$ cat config.mk
export PLATFORM = sky130hd
export DESIGN_NAME = pix_bias_packer
export DESIGN_NICKNAME = d
export VERILOG_FILES = /design/src/rtl/pix_bias_packer.sv
export SDC_FILE = /design/constraint.sdc
export NUM_CORES = 1
export LEC_CHECK = 0
export BUFFER_PORTS_ARGS = -buffer_cell sky130_fd_sc_hd__buf_2
export CAP_MARGIN = 0
export CORE_ASPECT_RATIO = 0.9
export CORE_MARGIN = 8
export CORE_UTILIZATION = 39
export DETAILED_ROUTE_END_ITERATION = 8
export PLACE_DENSITY_LB_ADDON = 0.3
export RECOVER_POWER = 100
export SLEW_MARGIN = 20
export SYNTH_ARGS = -nofsm -noshare
export SYNTH_HDL_FRONTEND = slang
export SYNTH_SLANG_ARGS = --single-unit
$ cat constraint.sdc
create_clock -name clk -period 4.5 [get_ports clk]
set_clock_uncertainty 0.2 [all_clocks]
set_input_delay 0.45 -clock clk [delete_from_list [all_inputs] [get_ports clk]]
set_output_delay 0.45 -clock clk [all_outputs]
set_load 0.05 [all_outputs]
$ cat src/rtl/pix_bias_packer.sv
module pix_bias_packer #(
  parameter int PACK       = 4,
  parameter int FRAME_W    = 16,
  parameter int FRAME_H    = 16,
  parameter int BIAS_GAP   = 16,
  parameter int ADDR_W     = 23,
  parameter int BASE_ADDR  = 0,
  parameter int ADDR_LIMIT = 350
) (
  input  logic              clk,
  input  logic              rst,
  input  logic              cap_en,
  input  logic [7:0]        pix_in,
  output logic              pix_ready,
  output logic              wd_valid,
  input  logic              wd_ready,
  output logic [31:0]       wd_data,
  output logic [ADDR_W-1:0] wd_addr,
  output logic              frame_done
);
  localparam int NPIX   = FRAME_W * FRAME_H;
  localparam int NWORDS = NPIX / PACK;
  localparam int PW     = $clog2(NPIX + 1);
  localparam int GW     = $clog2(BIAS_GAP + 1);
  localparam int LW     = (PACK > 1) ? $clog2(PACK) : 1;

  logic              cap_q;
  logic [7:0]        bias;
  logic [PW-1:0]     pix_cnt;
  logic [GW-1:0]     gap_cnt;
  logic [LW-1:0]     lane;
  logic [ADDR_W-1:0] idx;
  logic [31:0]       part;
  logic              out_last;

  wire start = cap_en && !cap_q;

  wire [PW-1:0]     pix_eff  = start ? '0 : pix_cnt;
  wire [GW-1:0]     gap_eff  = start ? '0 : gap_cnt;
  wire [LW-1:0]     lane_eff = start ? '0 : lane;
  wire [ADDR_W-1:0] idx_eff  = start ? '0 : idx;
  wire [31:0]       part_eff = start ? '0 : part;

  wire room      = pix_eff < PW'(NPIX);
  wire slot_free = !wd_valid || wd_ready;
  wire hs        = wd_valid && wd_ready;

  assign pix_ready = room && slot_free;

  wire        take       = cap_en && pix_ready;
  wire        is_bias    = gap_eff == GW'(BIAS_GAP);
  wire [7:0]  adj        = pix_in - bias;
  wire [31:0] merged     = part_eff | (32'(adj) << {lane_eff, 3'b000});
  wire        group_full = lane_eff == LW'(PACK - 1);
  wire        in_words   = pix_eff < PW'(NWORDS * PACK);
  wire        emit       = take && !is_bias && group_full && in_words;

  always_ff @(posedge clk) begin
    if (rst) begin
      cap_q      <= 1'b0;
      bias       <= '0;
      pix_cnt    <= '0;
      gap_cnt    <= '0;
      lane       <= '0;
      idx        <= '0;
      part       <= '0;
      wd_valid   <= 1'b0;
      wd_data    <= '0;
      wd_addr    <= '0;
      out_last   <= 1'b0;
      frame_done <= 1'b0;
    end else begin
      cap_q      <= cap_en;
      frame_done <= hs && out_last;
      pix_cnt    <= pix_eff;
      gap_cnt    <= gap_eff;
      lane       <= lane_eff;
      idx        <= idx_eff;
      part       <= part_eff;
      if (take) begin
        if (is_bias) begin
          bias    <= pix_in;
          gap_cnt <= '0;
        end else begin
          pix_cnt <= pix_eff + PW'(1);
          gap_cnt <= gap_eff + GW'(1);
          if (group_full) begin
            lane <= '0;
            part <= '0;
            if (in_words) idx <= idx_eff + ADDR_W'(1);
          end else begin
            lane <= lane_eff + LW'(1);
            part <= merged;
          end
        end
      end
      if (emit) begin
        wd_valid <= 1'b1;
        wd_data  <= merged;
        wd_addr  <= ADDR_W'(BASE_ADDR) + idx_eff;
        out_last <= idx_eff == ADDR_W'(NWORDS - 1);
      end else if (hs) begin
        wd_valid <= 1'b0;
      end
    end
  end

  a_r6_hold_word: assert property (@(posedge clk) disable iff (rst)
    wd_valid && !wd_ready |=> wd_valid && $stable(wd_data) && $stable(wd_addr));

  a_r6_stall_input: assert property (@(posedge clk) disable iff (rst)
    wd_valid && !wd_ready |-> !pix_ready);

  a_r5_addr_limit: assert property (@(posedge clk) disable iff (rst)
    wd_valid |-> wd_addr < ADDR_W'(ADDR_LIMIT));

  a_r7_done_single: assert property (@(posedge clk) disable iff (rst)
    frame_done |=> !frame_done);

  a_r7_done_after_hs: assert property (@(posedge clk) disable iff (rst)
    frame_done |-> $past(wd_valid && wd_ready));

  a_r9_reset_clears: assert property (@(posedge clk) disable iff (rst)
    $past(rst) |-> !wd_valid && !frame_done);

  generate
    if (PACK < 4) begin : g_zero_upper
      a_r4_upper_zero: assert property (@(posedge clk) disable iff (rst)
        wd_valid |-> wd_data[31:8*PACK] == '0);
    end
  endgenerate
endmodule

==> key figures <==
Detailed routing
  – Vias per inst: 5.49
  – Post-DR wirelength/cell: 15.9 um
  – Total iterations of the first detailed-routing run: 5
  – Total via count in the routed design: 5388
  – Routed Antenna Nets: 0
  – Remaining design rule violation count: 0
  – Number of DRC violations after detailed-routing iteration 0: 451
  – Total detailed-routing wirelength: 15600 um

Synth
  – Number of instances in the synthesized netlist: 721
  – Post-synth ARST share: 0%
  – Number of synthesis warnings: 0
  – Net count after synthesis: 747
  – Post-synthesis register bit count: 138
  – Yosys cell types: 62
  – Most frequently used flop master after synthesis: sky130_fd_sc_hd__dfxtp_1
  – Area of the mapped netlist: 0.00609 mm2
  – Cell type contributing the most total cell area after synthesis: sky130_fd_sc_hd__dfxtp_1
  – Portion of the post-synthesis area used by sequential elements: 45.3%
  – Average footprint of a synthesized cell: 8.45 um2
  – Synth top area share: 45.3%
  – Number of synthesized flops with an enable pin: 0
  – Leading post-synthesis cells by cell area: sky130_fd_sc_hd__dfxtp_1, sky130_fd_sc_hd__nand2_1, sky130_fd_sc_hd__nor2_1

Run status
  – Status: complete, but fails checks
  – Violated checks: capacitance limit, slew limit

Floorplanning
  – Effective utilization at floorplan: 39.7%
  – Cell Rows: 43
  – Vertical die dimension: 135 um
  – Total Die Area: 0.0199 mm2
  – Core region area: 0.0153 mm2
  – I/O pin cnt: 70
  – Die width: 148 um

Global route
  – Pin count of the biggest net entering global routing: 82
  – Via count of the first global-routing pass: 4972
  – Wire length of the first global-routing pass: 26100 um
  – Number of antenna violations at the first check in global routing: 0
  – Leftover overflow at the end of global routing: 0
  – Total track usage: 16.1%

Timing
  – Setup Total Neg Slack: 0 ps
  – Final Max Tran Viols: 82
  – Max_slew headroom: -15.0%
  – Final Hold Violating Endpoints: 0
  – Pin slew with the least headroom to its limit: 1720 ps
  – Unrepaired setup endpoints after global routing: no
  – Ratio of final minimum period to clock period: 77.8%
  – Final number of setup-violating endpoints: 0
  – Top achievable clock speed: 286 MHz
  – Min Tclk post-route: 3500 ps
  – Least setup slack across all paths after layout: 1000 ps

Worst hold path
  – Hold Crit Start: pix_in[0]
  – Hold Path Depth: 3
  – End point of the worst hold path: bias[0]$_SDFFE_PP0P_
  – Min-delay worst type: in2reg

Placement
  – GP Congestion: 0.830
  – HPWL after detailed placement: 10400 um
  – Worst setup slack after placement: 1220 ps
  – Input/output buffers: 69

Power and ir drop
  – Internal power component: 2280 uW
  – Sw Ratio: 21.5%
  – Proportion of power drawn by flip-flops and latches: 42.8%
  – Total power draw: 2910 uW
  – Leakage power: 0.00250 uW
  – Power Density: 408 mW/mm2
  – Combinational share of power: 5.5%
  – Peak supply drop: 0.000285 V
  – Part of the power in the clock network: 51.7%
  – Sw power: 626 uW

Clock network
  – Root Buffer Master: sky130_fd_sc_hd__clkbuf_16
  – CTS H-Tree Depth: 4
  – Worst-skew pair later-pin latency: 420 ps
  – # clock sinks: 138
  – Number of buffers inserted during clock tree synthesis: 17
  – Postcts setup bufs: 0
  – Clock tree from TritonCTS: yes
  – Hold-fix buffers, CTS: 0
  – Gates resized, CTS repair: 0
  – Clock-pin slew on the worst setup and hold paths: 60 ps
  – Buffer levels on the longest clock path: 2

Setup path
  – Worst setup slack for register-to-register paths: 1000 ps
  – End of the worst register-to-register path: wd_data[16]$_SDFFE_PP0P_
  – Critical path peak fanout: 38
  – Worst EP arrival: 3620 ps
  – Setup Crit Path Kind: reg2reg
  – Reg-to-reg critical path startpoint: cap_q$_SDFF_PP0_
  – Startpoint kind of the worst setup timing path: register
  – Critical Path RT: 4620 ps
  – Setup crit end kind: register
  – Depth of the worst register-to-register path: 9

Layout
  – Net count, final: 795
  – Count of antenna diodes in the layout: 0
  – Share of final-layout standard cells stronger than drive strength 1: 7.70%
  – Area growth, synth to finish: 17.1%
  – Final standard cell utilization of the core: 46.5%

Run
  – Number of max-cap violations: 1
==> area by class of cell <==
| cell class | instances | area [um2] |
|---|---|---|
| Tap cell | 202 | 253 |
| Fill cell | 1536 | 8200 |
| Timing Repair Buffer | 80 | 343 |
| Multi-Input combinational cell | 516 | 3080 |
| Inverter | 16 | 60.1 |
| Clock buffer | 21 | 460 |
| Clock inverter | 8 | 169 |
| Sequential cell | 138 | 2760 |
==> sequential cells by signal, summed over array words and instances (netlist names), 2 cells and up <==
name,cells
bias,8
gap_cnt,5
idx,23
lane,2
part,32
pix_cnt,9
wd_addr,23
wd_data,32
==> synthesized netlist by cell type, types with 3 or more instances <==
library cell,number
sky130_fd_sc_hd__a21o_1,3
sky130_fd_sc_hd__a21oi_1,59
sky130_fd_sc_hd__a221oi_1,19
sky130_fd_sc_hd__a22o_1,3
sky130_fd_sc_hd__a22oi_1,19
sky130_fd_sc_hd__a311oi_1,4
sky130_fd_sc_hd__a31o_2,4
sky130_fd_sc_hd__a31oi_1,7
sky130_fd_sc_hd__a32oi_1,5
sky130_fd_sc_hd__and2_1,9
sky130_fd_sc_hd__and3_1,4
sky130_fd_sc_hd__and4_1,3
sky130_fd_sc_hd__buf_1,9
sky130_fd_sc_hd__buf_2,8
sky130_fd_sc_hd__clkbuf_1,32
sky130_fd_sc_hd__dfxtp_1,138
sky130_fd_sc_hd__ha_1,13
sky130_fd_sc_hd__inv_1,15
sky130_fd_sc_hd__mux2i_1,8
sky130_fd_sc_hd__nand2_1,86
sky130_fd_sc_hd__nand2b_1,5
sky130_fd_sc_hd__nand3_1,40
sky130_fd_sc_hd__nand4_1,17
sky130_fd_sc_hd__nor2_1,85
sky130_fd_sc_hd__nor2b_1,3
sky130_fd_sc_hd__nor3_1,24
sky130_fd_sc_hd__nor3b_1,4
sky130_fd_sc_hd__nor4_1,6
sky130_fd_sc_hd__o211ai_1,5
sky130_fd_sc_hd__o21a_1,3
sky130_fd_sc_hd__o21ai_0,11
sky130_fd_sc_hd__or3_1,7
sky130_fd_sc_hd__or4_1,6
sky130_fd_sc_hd__xnor2_1,13
sky130_fd_sc_hd__xor2_1,10
==> power by group through the flow <==
stage / clock network [uW] / logic, uW / registers (uW)
3_3_place_gp: 0 / 159 / 1270
6_report: 1500 / 159 / 1240
3_5_place_dp: 0 / 160 / 1270
2_1_floorplan: 0 / 113 / 1270
4_1_cts: 1520 / 161 / 1240
5_1_grt: 1580 / 178 / 1250
==> worst max-delay path, stage by stage, from the launching register on <==
cell and delay, ps:
sky130_fd_sc_hd__dfxtp_1 380, sky130_fd_sc_hd__nand2b_4 400, sky130_fd_sc_hd__nand2_1 160, sky130_fd_sc_hd__ha_1 220, sky130_fd_sc_hd__nand4bb_1 280, sky130_fd_sc_hd__o2111a_1 920
sky130_fd_sc_hd__buf_4 380, sky130_fd_sc_hd__buf_4 220, sky130_fd_sc_hd__nor2_1 50, sky130_fd_sc_hd__nor3_1 160
==> cells by family (layout without fill, tap and decap cells) <==
group	Yosys count	in the layout	synth area share (%)
AND/OR/NAND/NOR	310	310	24.6
AO/OA/AOI/OAI	161	161	18.0
flip-flops	138	138	45.3
buffers and inverters	67	125	4.44
XOR/XNOR	23	23	3.31
multiplexers	8	8	1.31
adder cells (fa/ha/maj)	14	14	3.00
==> stage by stage <==
stage / cell area [um2] / hold WS (ps) / cells
2_1_floorplan: 6090 / 228 / 721
3_3_place_gp: 6590 / 236 / 952
3_5_place_dp: 6590 / 242 / 952
4_1_cts: 7220 / 80.5 / 981
5_1_grt: 7130 / 96.5 / 981
6_report: 7130 / 88.3 / 981
==> cells in the final DEF (no fill, tap or decap), types with 11 or more instances in the layout <==
master                      synthesis  final
sky130_fd_sc_hd__dfxtp_1          138    138
sky130_fd_sc_hd__nor2_1            85     85
sky130_fd_sc_hd__xnor2_1           13     13
sky130_fd_sc_hd__clkbuf_16          0     17
sky130_fd_sc_hd__inv_1             15     15
sky130_fd_sc_hd__nor3_1            24     24
sky130_fd_sc_hd__buf_2              8     11
sky130_fd_sc_hd__nand4_1           17     17
sky130_fd_sc_hd__a21oi_1           59     59
sky130_fd_sc_hd__ha_1              13     13
sky130_fd_sc_hd__a221oi_1          19     19
sky130_fd_sc_hd__a22oi_1           19     19
sky130_fd_sc_hd__nand2_1           86     86
sky130_fd_sc_hd__nand3_1           40     40
sky130_fd_sc_hd__clkbuf_1          32     62
sky130_fd_sc_hd__o21ai_0           11     11
==> worst max path at each step <==
stage / start / endpoint / slack [ps] / cells after the start
after global placement: cap_en / idx[17]$_SDFF_PP0_ / 1300 / 9
after global routing: cap_q$_SDFF_PP0_ / wd_data[29]$_SDFFE_PP0P_ / 650 / 9
after detailed placement: cap_en / idx[17]$_SDFF_PP0_ / 1220 / 9
after floorplan: cap_en / pix_ready / 1630 / 5
after CTS: cap_q$_SDFF_PP0_ / idx[17]$_SDFF_PP0_ / 1330 / 8
final: cap_q$_SDFF_PP0_ / wd_data[16]$_SDFFE_PP0P_ / 1000 / 9
==> routing by layer <==
| metal | vias to the layer above | wire, um | track usage, % |
|---|---|---|---|
| li1 | 2684 | - | - |
| met1 | 2540 | 7800 | 22.9 |
| met2 | 149 | 6720 | 22.8 |
| met3 | 15 | 895 | 4.28 |
| met4 | 0 | 206 | 5.83 |
| met5 | - | 0 | 0 |
(Power assumes the default switching activity.)
